<file path="config.mk">
export PLATFORM = sky130hd
export DESIGN_NAME = npc_unit
export DESIGN_NICKNAME = d
export VERILOG_FILES = /design/src/rtl/npc_pkg.sv /design/src/rtl/npc_ctrl.sv /design/src/rtl/npc_datapath.sv /design/src/rtl/npc_unit.sv
export SDC_FILE = /design/constraint.sdc
export NUM_CORES = 1
export LEC_CHECK = 0
export BUFFER_PORTS_ARGS = -buffer_cell sky130_fd_sc_hd__buf_2
export CORE_ASPECT_RATIO = 0.5
export CORE_MARGIN = 2
export CORE_UTILIZATION = 55
export CTS_CLUSTER_DIAMETER = 120
export CTS_CLUSTER_SIZE = 24
export DETAILED_ROUTE_END_ITERATION = 10
export PLACE_DENSITY = 0.91
export SLEW_MARGIN = 5
export SYNTH_ARGS = -nofsm -noshare
export SYNTH_HDL_FRONTEND = slang
export SYNTH_SLANG_ARGS = --single-unit
</file>
<file path="constraint.sdc">
create_clock -name clk -period 6 [get_ports clk]
set_input_delay 0.6 -clock clk [delete_from_list [all_inputs] [get_ports clk]]
set_output_delay 0.6 -clock clk [all_outputs]
set_load 0.02 [all_outputs]
</file>
<file path="src/rtl/npc_pkg.sv">
package npc_pkg;

  localparam int ADDR_W    = 32;
  localparam int JUMP_W    = 26;
  localparam int IMM_W     = 16;
  localparam int SEL_W     = 3;
  localparam int VEC_IDX_W = 2;
  localparam int WORD_W    = ADDR_W - 2;
  localparam int REGION_W  = WORD_W - JUMP_W;
  localparam int NUM_VEC_SLOTS = 2 ** VEC_IDX_W;

  localparam logic [ADDR_W-1:0] VEC_BASE   = 32'h8000_0000;
  localparam logic [ADDR_W-1:0] VEC_STRIDE = 32'h0000_0040;

  typedef enum logic [SEL_W-1:0] {
    SRC_SEQ      = 3'd0,
    SRC_BRANCH   = 3'd1,
    SRC_JUMP     = 3'd2,
    SRC_INDIRECT = 3'd3,
    SRC_RESET    = 3'd4,
    SRC_ILLEGAL  = 3'd5,
    SRC_IRQ      = 3'd6,
    SRC_SPARE    = 3'd7
  } pcSrc_e;

  localparam logic [VEC_IDX_W-1:0] VEC_RESET   = 2'd0;
  localparam logic [VEC_IDX_W-1:0] VEC_ILLEGAL = 2'd1;
  localparam logic [VEC_IDX_W-1:0] VEC_IRQ     = 2'd2;

  typedef struct packed {
    logic                 takeBranch;
    logic                 takeJump;
    logic                 takeIndirect;
    logic                 takeVector;
    logic [VEC_IDX_W-1:0] vecIdx;
  } pcStrobe_t;

endpackage

</file>
<file path="src/rtl/npc_ctrl.sv">
module npc_ctrl
  import npc_pkg::*;
(
  input  logic             rst,
  input  logic [SEL_W-1:0] pcSel,
  output pcStrobe_t        strobes
);

  pcSrc_e srcSel;
  assign srcSel = pcSrc_e'(pcSel);

  always_comb begin
    strobes = '0;
    if (rst) begin
      // Reset outranks every select value.
      strobes.takeVector = 1'b1;
      strobes.vecIdx     = VEC_RESET;
    end else begin
      unique case (srcSel)
        SRC_BRANCH:   strobes.takeBranch   = 1'b1;
        SRC_JUMP:     strobes.takeJump     = 1'b1;
        SRC_INDIRECT: strobes.takeIndirect = 1'b1;
        SRC_RESET: begin
          strobes.takeVector = 1'b1;
          strobes.vecIdx     = VEC_RESET;
        end
        SRC_ILLEGAL: begin
          strobes.takeVector = 1'b1;
          strobes.vecIdx     = VEC_ILLEGAL;
        end
        SRC_IRQ: begin
          strobes.takeVector = 1'b1;
          strobes.vecIdx     = VEC_IRQ;
        end
        // Sequential and the spare code both leave every strobe low.
        default: strobes = '0;
      endcase
    end
  end

endmodule

</file>
<file path="src/rtl/npc_datapath.sv">
module npc_datapath
  import npc_pkg::*;
(
  input  logic              clk,
  input  pcStrobe_t         strobes,
  input  logic [JUMP_W-1:0] jumpField,
  input  logic [IMM_W-1:0]  immField,
  input  logic [WORD_W-1:0] indirectWord,
  output logic [WORD_W-1:0] curWord,
  output logic [WORD_W-1:0] seqWord
);

  logic [WORD_W-1:0] pcWord;
  logic [WORD_W-1:0] immExt;
  logic [WORD_W-1:0] branchWord;
  logic [WORD_W-1:0] jumpWord;
  logic [WORD_W-1:0] nextWord;
  logic [WORD_W-1:0] vecTable [NUM_VEC_SLOTS];

  // Fixed entry points, one stride apart from the base.
  for (genvar g = 0; g < NUM_VEC_SLOTS; g++) begin : g_vec
    localparam logic [ADDR_W-1:0] VEC_ADDR = VEC_BASE + ADDR_W'(g) * VEC_STRIDE;
    assign vecTable[g] = VEC_ADDR[ADDR_W-1:2];
  end

  assign seqWord    = pcWord + WORD_W'(1);
  assign immExt     = {{(WORD_W-IMM_W){immField[IMM_W-1]}}, immField};
  assign branchWord = seqWord + immExt;
  assign jumpWord   = {seqWord[WORD_W-1 -: REGION_W], jumpField};

  always_comb begin
    if (strobes.takeVector)        nextWord = vecTable[strobes.vecIdx];
    else if (strobes.takeBranch)   nextWord = branchWord;
    else if (strobes.takeJump)     nextWord = jumpWord;
    else if (strobes.takeIndirect) nextWord = indirectWord;
    else                           nextWord = seqWord;
  end

  always_ff @(posedge clk) begin
    pcWord <= nextWord;
  end

  assign curWord = pcWord;

endmodule

</file>
<file path="src/rtl/npc_unit.sv">
module npc_unit
  import npc_pkg::*;
(
  input  logic              clk,
  input  logic              rst,
  input  logic [SEL_W-1:0]  pcSel,
  input  logic [JUMP_W-1:0] jumpField,
  input  logic [IMM_W-1:0]  immField,
  input  logic [ADDR_W-1:0] regValue,
  output logic [ADDR_W-1:0] pcOut,
  output logic [ADDR_W-1:0] pcPlus4
);

  pcStrobe_t         strobes;
  logic [WORD_W-1:0] curWord;
  logic [WORD_W-1:0] seqWord;
  logic              unusedRegLow;

  // The two low bits of an indirect target are dropped.
  assign unusedRegLow = ^regValue[1:0];

  npc_ctrl ctrl_i (
    .rst     (rst),
    .pcSel   (pcSel),
    .strobes (strobes)
  );

  npc_datapath dp_i (
    .clk          (clk),
    .strobes      (strobes),
    .jumpField    (jumpField),
    .immField     (immField),
    .indirectWord (regValue[ADDR_W-1:2]),
    .curWord      (curWord),
    .seqWord      (seqWord)
  );

  assign pcOut   = {curWord, 2'b00};
  assign pcPlus4 = {seqWord, 2'b00};

endmodule

</file>
After elaboration in Yosys (flattened, before gate mapping). Cells that the tools add are included.

Eq/ne operators: 6. Mux-type cells: 13. Bitwise operators: 1. Shift-type cells: 0. Order comparisons: 1. Reductions and logical operators: 0. Div/mod/pow operators: 0. Multipliers: 0. Add/sub/neg operators: 2.

Operators with widths (count): two-way mux 30 bit (6); binary-select mux 30 bit (select 2 bit) (1); adder 30 x 1 -> 30 bit, second input constant (1); adder 30 bit (1); equality test 3 bit, second input constant (3); case mux 3 bit (3 select lines) (1); equality test 3 x 2 -> 1 bit, second input constant (2); two-way mux 3 bit (2); equality test 3 x 1 -> 1 bit, second input constant (1); greater-or-equal comparator 3 bit, second input constant (1); two-way mux 1 bit (3); NOT 2 -> 3 bit (1).

Word-level logic and storage cells: 24. Latch bits: 0. Memories: 0. Output and inout bits: 64. Memory bits (writable): 0. Flip-flop bits (word level): 30. Bits of input ports: 79. Memory bits (read-only): 0.

Logic depth before layout (Yosys ltp).
Word-level depth: 8. Depth in mapped cells: 16.

Hierarchy. A second synthesis with hierarchy kept.

Cell total of the unflattened synthesis: 508. Area total of the unflattened synthesis: 4018.9 um2.

By module, submodules not included: npc_datapath (times used 1, cells each 495, area an instance 3921.3 um2); npc_ctrl (times used 1, cells each 8, area an instance 63.8 um2); npc_unit (times used 1, cells each 5, area an instance 33.8 um2).

Least setup slack after synthesis. OpenSTA, ideal clock, no wires.

Path type: reg-to-reg. Start: register dp_i.pcWord[13] (netlist: dp_i.curWord[13]). End: register dp_i.pcWord[26] (netlist: dp_i.curWord[26]). Slack: 2507 ps. Required time: 5927 ps. Setup time: 73 ps. Cell stages (with the launch flop): 15. Clock period less this slack: 3493 ps. Arrival time: 3419 ps. Cells stage by stage: dfxtp_1 > nand4_1 > nor3_2 > nand3_1 > nor2_1 > nand3_1 > xnor2_1 > ha_1 > clkbuf_1 > a21o_1 > a2111oi_0 > or3_1 > o311ai_0 > o21ai_0 > o22ai_2.

Elaborated cells between the ends (all ways): 6. Those cells by class: 2 x add/sub; 4 x mux.

RTL lines: from (decl) (RTL line npc_datapath.sv:13) `logic [WORD_W-1:0] pcWord;`; from (signal assigned) (RTL line npc_datapath.sv:40) `pcWord <= nextWord;`; adder 30 x 1 -> 30 bit (RTL line npc_datapath.sv:26) `assign seqWord = pcWord + WORD_W'(1);`; named net pcPlus4[27] (RTL line npc_unit.sv:11) `output logic [ADDR_W-1:0] pcPlus4`; adder 30 bit (RTL line npc_datapath.sv:28) `assign branchWord = seqWord + immExt;`; two-way mux 30 bit (RTL line npc_datapath.sv:33) `else if (strobes.takeBranch) nextWord = branchWord;`; two-way mux 30 bit (RTL line npc_datapath.sv:32) `if (strobes.takeVector) nextWord = vecTable[strobes.vecIdx];`.

The timed path passes the listed nets, and every way through them passes these cells.

Worst setup path after layout.
Start: register dp_i.pcWord[0] (netlist: dp_i.curWord[0]). End: register dp_i.pcWord[29] (netlist: dp_i.curWord[29]).

Longest elaborated chain between the ends: 5. Elaborated cells between the ends (all ways): 6. Those cells by class: 2 x add/sub; 4 x mux.

Ends and longest elaborated chain (RTL line): adder 30 x 1 -> 30 bit (*) (npc_datapath.sv:26); parallel branches: the longest is 2 deep, another holds adder 30 bit; two-way mux 30 bit (*) (npc_datapath.sv:33); two-way mux 30 bit (*) (npc_datapath.sv:32).

Every way passes the cells marked *.

==> run_results.csv <==
group,metric,value,unit
clock_tree,cts_tree,"done",
logic_synthesis,ys.flop_type,"dfxtp_1",
final_layout,final_net_count,762,
clock_tree,cts.path.max_buffers,2,
setup_path,worstPathCellList,"ha_1, nand2_1, nor2_1, nand3_1, nor2_1, xor2_1, ha_1, a21oi_1, o211ai_1, a221oi_1, o22ai_1, a21oi_1, o31ai_1, nand4b_1, nor4bb_1",
floorplan,die-area,0.00782,mm^2
clock_tree,clock_latency,290,ps
sta,period_needed,4110,ps
routing,drtPass1Iterations,5,
sta,hold_viol,0,
final_layout,finalInstanceArea,0.00475,mm^2
final_layout,area_growth,21.7,%
placed_design,postPlaceCellArea,0.00458,mm^2
final_layout,layout_common_cells,"136 x buf_2, 55 x a21oi_1, 54 x nand2_1, 38 x nor2_1, 36 x ha_1",
sta,setup_slack,1890,ps
final_layout,fill_cells,582,
routing,vias,4508,
min_path,hold_depth,3,
final_layout,antenna_cells,0,
logic_synthesis,synth.yosys.seq_area_share,0.154,
routing,drc,0,
setup_path,ff2ff_path_depth,15,
setup_path,cp.required,6200,ps
global_route,track_usage,0.331,
global_route,grt_max_degree,48,
global_route,grt_pass1_vias,4104,
final_layout,final_common_cell,"buf_2",
setup_path,r2r-start,"dp_i.curWord[0]",
setup_path,r2r_slack,1890,ps
setup_path,worstPathMaxFanout,7,
routing,routed_wl,12.9,mm
global_route,gr-usage-met1,0.462,
setup_path,r2r_end,"dp_i.curWord[29]",
power_and_ir_drop,power_density,172,mW/mm^2
run_status,run_status,"completed",
sta,post-route-period-util,0.685,
clock_tree,cts_made_buffers,5,
min_path,min-delay-start,"regValue[29]",
placed_design,routabilityCongestion,0.945,
routing,viasPerCell,6.10,
sta,slew_headroom,0.353,
floorplan,die_w,123,um
clock_tree,cts-hold-fix-buffers,0,
floorplan,die_h,63.5,um
sta,max_slew.worst_pin.slew,970,ps
power_and_ir_drop,ir_worst_vdd,0.0000954,V
placed_design,hpwl,9.74,mm
setup_path,cp_top_family,"compound AO/OA/AOI/OAI gates",
setup_path,start_kind,"flip-flop",
floorplan,pin_count,143,
clock_tree,clock_sinks,30,
global_route,grt_antenna_before_repair,0,
setup_path,critPathArrivalTime,4300,ps
min_path,hp-class,"input pin to flip-flop",
setup_path,worstSetupPathType,"flip-flop to flip-flop",
floorplan,row_count,21,
logic_synthesis,synth.distinct_cells,66,
sta,max_clock_freq,243,MHz
sta,setup_viol,0,
flow_run,drv_cap,0,
setup_path,cp-end-kind,"flip-flop",
global_route,grt-busiest-layer,"met2",
global_route,grt_pass1_wl,20.3,mm
final_layout,fin_cells,739,
sta,clock_skew,4.69,ps
setup_path,worst_path_max_delay_cell,"a221oi_1",
routing,drtAntennaViolNets,0,
placed_design,dpl.cell_count,731,
clock_tree,clkSlewWorstSetupHoldPaths,60,ps
sta,drv_slew,0,
global_route,grt_overflow,0,
placed_design,numPortBuffers,136,
routing,drt_iter0_drc,518,
global_route,met3_usage,0.0507,
logic_synthesis,syn_inst,524,
final_layout,fin_util,0.700,
floorplan,start_util,0.575,
sta,rsz0062_at_grt,"false",
final_layout,largest_reg_flops,30,
floorplan,core_area,0.00678,mm^2
placed_design,post-place-ws,2020,ps
clock_tree,htree_levels,2,
power_and_ir_drop,cellLeakagePower,0.00228,uW
final_layout,drive_gt1_frac,0.260,
logic_synthesis,synth_seq_cells,30,
logic_synthesis,synth_area_per_cell,7.44,um^2
logic_synthesis,syn_area,0.00390,mm^2
global_route,use_met2,0.528,
setup_path,cp_num_buf_inv,0,
clock_tree,cts_setup_buffers,0,
logic_synthesis,synth-async-reset-ratio,0,
logic_synthesis,synth-edff-count,0,
clock_tree,cts_root_buffer,"clkbuf_16",
logic_synthesis,yosysWarningCount,0,
sta,fin_tns_setup,0,ps
clock_tree,cts_resized,0,
routing,wl_per_cell,17.4,um
setup_path,max_stage_delay,410,ps
min_path,min_to,"dp_i.curWord[27]",
[area by class of cell]
| type | count | area, um^2 | area share |
|---|---|---|---|
| inverter | 12 | 45.0 | 0.00949 |
| clock buffer | 8 | 166 | 0.0351 |
| sequential | 30 | 601 | 0.127 |
| multi-input combinational | 458 | 3120 | 0.656 |
| timing repair buffer | 139 | 703 | 0.148 |
| tap | 92 | 115 | 0.0243 |
[power by group]
| part | internal [uW] | switching (uW) | leakage (uW) |
|---|---|---|---|
| Clock | 188 | 102 | 0.0000832 |
| Sequential | 210 | 12.8 | 0.000245 |
| Combinational | 121 | 180 | 0.00195 |
| Total | 520 | 295 | 0.00228 |
[worst reg2reg max path: stages (launching register included)]
cell      delay [ps]
dfxtp_1          360
ha_1             240
nand2_1          120
nor2_1           380
nand3_1          260
nor2_1           170
xor2_1           270
ha_1             370
a21oi_1          280
o211ai_1         150
a221oi_1         410
o22ai_1          120
a21oi_1          340
o31ai_1          180
nand4b_1         110
nor4bb_1         250
[cell usage after synthesis (all sizes together) (10+ instances only)]
cell / instances / area (um^2)
nand3: 29 / 150
a21o: 16 / 123
inv: 12 / 45.0
o21ai: 26 / 134
nand4: 10 / 62.6
xor2: 19 / 166
nor2: 39 / 149
clkbuf: 19 / 101
a21oi: 55 / 275
nand2: 54 / 203
o211ai: 13 / 97.6
xnor2: 31 / 279
mux2i: 15 / 150
dfxtp: 30 / 601
ha: 36 / 450
[worst max path at each step]
stage,startpoint,to,cells after the start
after floorplan,dp_i.curWord[13],dp_i.curWord[26],14
after detailed placement,dp_i.curWord[0],dp_i.curWord[29],15
after global routing,dp_i.curWord[0],dp_i.curWord[29],15
final,dp_i.curWord[0],dp_i.curWord[29],15
after CTS,dp_i.curWord[0],dp_i.curWord[29],15
after global placement,dp_i.curWord[0],dp_i.curWord[29],15
[metal layers]
layer / up-vias / share of wire
met1: 2075 / 0.45
li1: 2169 / -
met2: 246 / 0.45
met3: 18 / 0.095
met4: 0 / 0.013
met5: - / 0
[logic make-up after synthesis]
| kind of cell | after synthesis | share of synthesized area |
|---|---|---|
| AOI/OAI and AO/OA | 161 | 0.270 |
| adders and majority gates | 37 | 0.121 |
| buffers and inverters | 39 | 0.0510 |
| DFF | 30 | 0.154 |
| xor gates and xnor gates | 50 | 0.114 |
| muxes | 17 | 0.0452 |
| and+or+nand+nor | 189 | 0.244 |
| other | 1 | 0.000962 |
[per-stage QoR]
| stage | hold slack, ps | power, uW |
|---|---|---|
| 3_3_place_gp | 677 | 516 |
| 6_report | 630 | 815 |
| 2_1_floorplan | 788 | 435 |
| 3_5_place_dp | 703 | 521 |
| 4_1_cts | 631 | 809 |
| 5_1_grt | 644 | 850 |
Power figures use the tool's default switching activity.
